==> src/rtl/bit_rmw_unit.sv <==
module bit_rmw_unit #(
  parameter int ADDR_W = 8,
  parameter int DATA_W = 8,
  localparam int IDX_W = $clog2(DATA_W)
) (
  input  logic              clk_i,
  input  logic              rst_ni,
  input  logic              start_i,
  input  logic [1:0]        op_i,
  input  logic [ADDR_W-1:0] addr_i,
  input  logic [IDX_W-1:0]  bit_i,
  output logic              rf_en_o,
  output logic              rf_we_o,
  output logic [ADDR_W-1:0] rf_addr_o,
  output logic [DATA_W-1:0] rf_wdata_o,
  input  logic [DATA_W-1:0] rf_rdata_i,
  input  logic              carry_i,
  input  logic              zero_i,
  output logic              carry_o,
  output logic              zero_o,
  output logic              branch_o,
  output logic              done_o
);
  localparam logic [2:0] PH_RD  = 3'd1;
  localparam logic [2:0] PH_CAP = 3'd2;
  localparam logic [2:0] PH_WR  = 3'd3;
  localparam logic [2:0] PH_SR_END = 3'd4;
  localparam logic [2:0] PH_TS_END = 3'd5;

  logic [2:0]        phase_q;
  logic [1:0]        op_q;
  logic [ADDR_W-1:0] addr_q;
  logic [IDX_W-1:0]  idx_q;
  logic [DATA_W-1:0] data_q;

  logic              is_test;
  logic [2:0]        last_ph;
  logic [DATA_W-1:0] mask;
  logic              tbit;

  assign is_test = op_q[1];
  assign last_ph = is_test ? PH_TS_END : PH_SR_END;
  assign mask    = DATA_W'(1) << idx_q;
  assign tbit    = data_q[idx_q];

  always_ff @(posedge clk_i or negedge rst_ni) begin
    if (!rst_ni) begin
      phase_q <= '0;
      op_q    <= '0;
      addr_q  <= '0;
      idx_q   <= '0;
      data_q  <= '0;
    end else begin
      if (phase_q == 3'd0) begin
        if (start_i) begin
          phase_q <= PH_RD;
          op_q    <= op_i;
          addr_q  <= addr_i;
          idx_q   <= bit_i;
        end
      end else if (phase_q == last_ph) begin
        phase_q <= 3'd0;
      end else begin
        phase_q <= phase_q + 3'd1;
      end
      if (phase_q == PH_CAP) data_q <= rf_rdata_i;
    end
  end

  assign rf_we_o    = (phase_q == PH_WR) && !is_test;
  assign rf_en_o    = (phase_q == PH_RD) || rf_we_o;
  assign rf_addr_o  = addr_q;
  assign rf_wdata_o = op_q[0] ? (data_q & ~mask) : (data_q | mask);

  assign done_o   = (phase_q != 3'd0) && (phase_q == last_ph);
  assign carry_o  = (done_o && is_test) ? tbit : carry_i;
  assign zero_o   = zero_i;
  assign branch_o = done_o && is_test && (tbit == op_q[0]);
endmodule

==> config.mk <==
export PLATFORM = sky130hd
export DESIGN_NAME = bit_rmw_unit
export DESIGN_NICKNAME = d
export VERILOG_FILES = /design/src/rtl/bit_rmw_unit.sv
export SDC_FILE = /design/constraint.sdc
export NUM_CORES = 1
export LEC_CHECK = 0
export ABC_AREA = 1
export ABC_CLOCK_PERIOD_IN_PS = 1500
export CELL_PAD_IN_SITES_DETAIL_PLACEMENT = 1
export CELL_PAD_IN_SITES_GLOBAL_PLACEMENT = 1
export CORE_MARGIN = 2
export CORE_UTILIZATION = 32
export DETAILED_ROUTE_END_ITERATION = 8
export PLACE_DENSITY = 0.86
export SLEW_MARGIN = 20
export SYNTH_ARGS = -nofsm -noshare
export SYNTH_HDL_FRONTEND = slang
export SYNTH_SLANG_ARGS = --single-unit
==> constraint.sdc <==
create_clock -name clk_i -period 1.5 [get_ports clk_i]
set_clock_uncertainty 0.05 [all_clocks]
set_input_delay 0.375 -clock clk_i [delete_from_list [all_inputs] [get_ports clk_i]]
set_output_delay 0.375 -clock clk_i [all_outputs]
set_load 0.01 [all_outputs]
==> metrics.md <==
| Metric | Value |
|---|---|
| Status | `finished with violations` |
| Failing checks | `negative setup slack` |
| Number of global-route vias before repair | `1,317` |
| Global route overflow | `0` |
| Syn Inst Count | `138` |
| Placer Congestion | `0.874` |
| R2R cell count | `5` |
| Critical Path Fanout Max | `6` |
| Worst slew margin | `0.749` |
| Initial antenna violation count | `0` |
| Initial Util | `0.330` |
| H-tree depth | `1` |
| Minimum clock period | `2020 ps` |
| Fmax | `0.496 GHz` |
| Site row count | `23` |
| DRT Pass-1 Iters | `4` |
| Maximum buffer depth of the clock tree | `2` |
| Final Hold Fails | `0` |
| N_diodes | `0` |
| Reg2Reg Launch Point | `phase_q[1]` |
| Worst endpoint data arrival time | `1590 ps` |
| Critical-path cell list | `buf_6 > nand2_2 > nand2_1 > nand2_1 > nand3_2 > nand2_2 > nand2_1 > nand2_1 > nor2_2 > buf_2` |
| CTS root buf | `clkbuf_8` |
| Reg2reg setup slack | `40 ps` |
| Most common cell after layout, fill and taps aside | `nand2_1` |
| HPWL after DPL | `2660 um` |
| Total of fill cells in the finished design | `453` |
| DRT antenna net count | `0` |
| DRC | `0` |
| Worst setup margin | `-515 ps` |
| Setup violators final | `13` |
| RSZ-0062 raised after global routing | `true` |
| FF-to-FF End | `data_q[5]` |
| Area Overhead vs Synth | `70.2%` |
| Routed metal-1 wirelength | `1730 um` |
| Unique masters post-synth | `25` |
| Crit Path Class | `register to primary output` |
| Top Layer Used | `met4` |
| HP Class | `input port to asynchronous set/reset pin` |
| Synthesized flop and latch total | `24` |
| Die H | `67.7 um` |
| Post-Syn Area | `0.00130 sq mm` |
| Yosys warnings | `0` |
| WL final | `4200 um` |
| Setup TNS | `-4640 ps` |
| Layout Nets | `246` |
| Clk slew on worst S/H paths | `90 ps` |
| Wire length on met3 | `143 um` |
| Num CTS Buffers | `3` |
| Worst vdd ir | `0.000877 V` |
| Cell Pwr Density | `2220 mW/mm^2` |
| Total number of vias | `1,268` |
| CP dominant cell by count | `nand2_1` |
| CP startpoint kind | `register` |
| Max incr delay on CP | `500 ps` |
| Post-synth top area share | `0.462` |
| DR WL/cell | `15.9 um` |
| CTS tree | `yes` |
| Iteration-0 DRC count of the detailed router | `40` |
| Worst-Skew Late Latency | `280 ps` |
| Max-cap violation count | `0` |
| Clk sinks | `24` |
| CP required | `1070 ps` |
| Core area | `0.00394 sq mm` |
| Seq/Total Area, Yosys | `0.462` |
| Max-slew violations | `0` |
| Synth area leader | `dfrtp_1` |
| Avg Cell Area, Syn | `9.42 sq um` |
| First-pass GRT wire length | `6330 um` |
| Die width | `67.7 um` |
| Total Power | `4.91 mW` |
| Lkg Pwr | `1.06 nW` |
| Vias per cell | `4.80` |
| Critical Path Source | `idx_q[0]` |
| Slew @ Worst Pin | `377 ps` |
| Synth area leaders | `dfrtp_1, mux2_2, nand2_1, ha_1, nor2_1` |
| IO Pins | `48` |
| CP max stage cell | `dfrtp_2` |
| Die area | `0.00459 sq mm` |
| Wire length on met2 | `2280 um` |
| Syn nets | `169` |
| Critical Path Sink Type | `primary output` |
| GRT Total Usage | `0.186` |
| Share of cells above drive strength 1 | `0.463` |
| Largest net degree at the start of global routing | `25` |
| Number of port buffers | `45` |
| Most frequent cells in the layout | `nand2_1, clkdlybuf4s50_1, buf_4` |
| Hold Slack | `402 ps` |
| Final period util | `1.34` |
[flip-flops by register name, indices dropped and copies added, names as in the netlist]
| name | count |
|---|---|
| idx_q | 3 |
| data_q | 8 |
| phase_q | 3 |
| rf_addr_o | 8 |
| op_q | 2 |
[worst max-delay path by stage]
stage,endpoint,slack [ps],cells after the start
after global routing,branch_o,-600,10
after global placement,branch_o,-560,10
final,branch_o,-520,10
after floorplan,carry_o,9,7
after CTS,branch_o,-460,10
after detailed placement,branch_o,-600,10
[repair_timing]
action / CTS / global route
pin swaps: 8 / 8
setup endpoints to repair: 42 / 25
hold buffers: 0 / 0
gates cloned: 1 / 0
resized for setup: 89 / 22
buffers inserted: 7 / 4
[stage by stage]
stage               utilization  std cells  area (sq um)  worst slack (ps)
detailed placement        0.494        249          1950              -596
global route              0.561        264          2210              -597
floorplan                     -        138          1300              8.66
global placement          0.494        249          1950              -565
finish                    0.561        264          2210              -515
CTS                       0.533        260          2100              -459
[synth_stat cells]
library cell  number
dfrtp_1           24
buf_6              1
inv_8              1
buf_4              2
inv_2              1
o21ai_1            1
o21ai_0            6
a31oi_1            2
clkinv_2           1
nor2_2             1
nand4_2            1
nand3_4            1
inv_1              8
nor2_1            11
nand2_2            3
nor3_1             1
buf_2              2
ha_1               5
nand3b_1           1
nand3_1            3
mux2_2            16
a21oi_1            8
a22oi_1            1
nand2_1           35
nand3_2            2
[worst max-delay path: cells and delay by family, from the launching register on]
kind / cells / cell delay (ps)
buffers and inverters: 2 / 280
DFF: 1 / 500
and+or+nand+nor: 8 / 520
[per-layer routing]
| layer | global-route usage | up-vias |
|---|---|---|
| met5 | 0 | - |
| met4 | 0.0408 | 0 |
| met3 | 0.0400 | 4 |
| met2 | 0.326 | 27 |
| met1 | 0.233 | 627 |
| li1 | - | 610 |
[cell families (layout without fill, tap and decap cells)]
| kind of cell | Yosys count | count (layout) | synth area share |
|---|---|---|---|
| buf+inv | 16 | 91 | 0.0664 |
| flops | 24 | 24 | 0.462 |
| fa+ha+maj | 5 | 5 | 0.0481 |
| compound gates | 18 | 18 | 0.0731 |
| mux | 16 | 16 | 0.139 |
| simple gates | 59 | 60 | 0.212 |
[power breakdown]
group / internal [mW] / switching (mW) / leakage (nW)
combinational: 1.57 / 1.45 / 0.750
sequential: 0.983 / 0.317 / 0.276
clock: 0.357 / 0.228 / 0.0357
[layout make-up]
class,count,area (sq um),share of cell area
flip-flops and latches,24,604,0.273
multi-input cells,99,767,0.347
repair buffers,76,657,0.297
clock inverters,1,30.0,0.0136
well taps,50,62.6,0.0283
inverters,11,50.0,0.0226
clock buffers,3,41.3,0.0187
(Power assumes the default switching activity.)
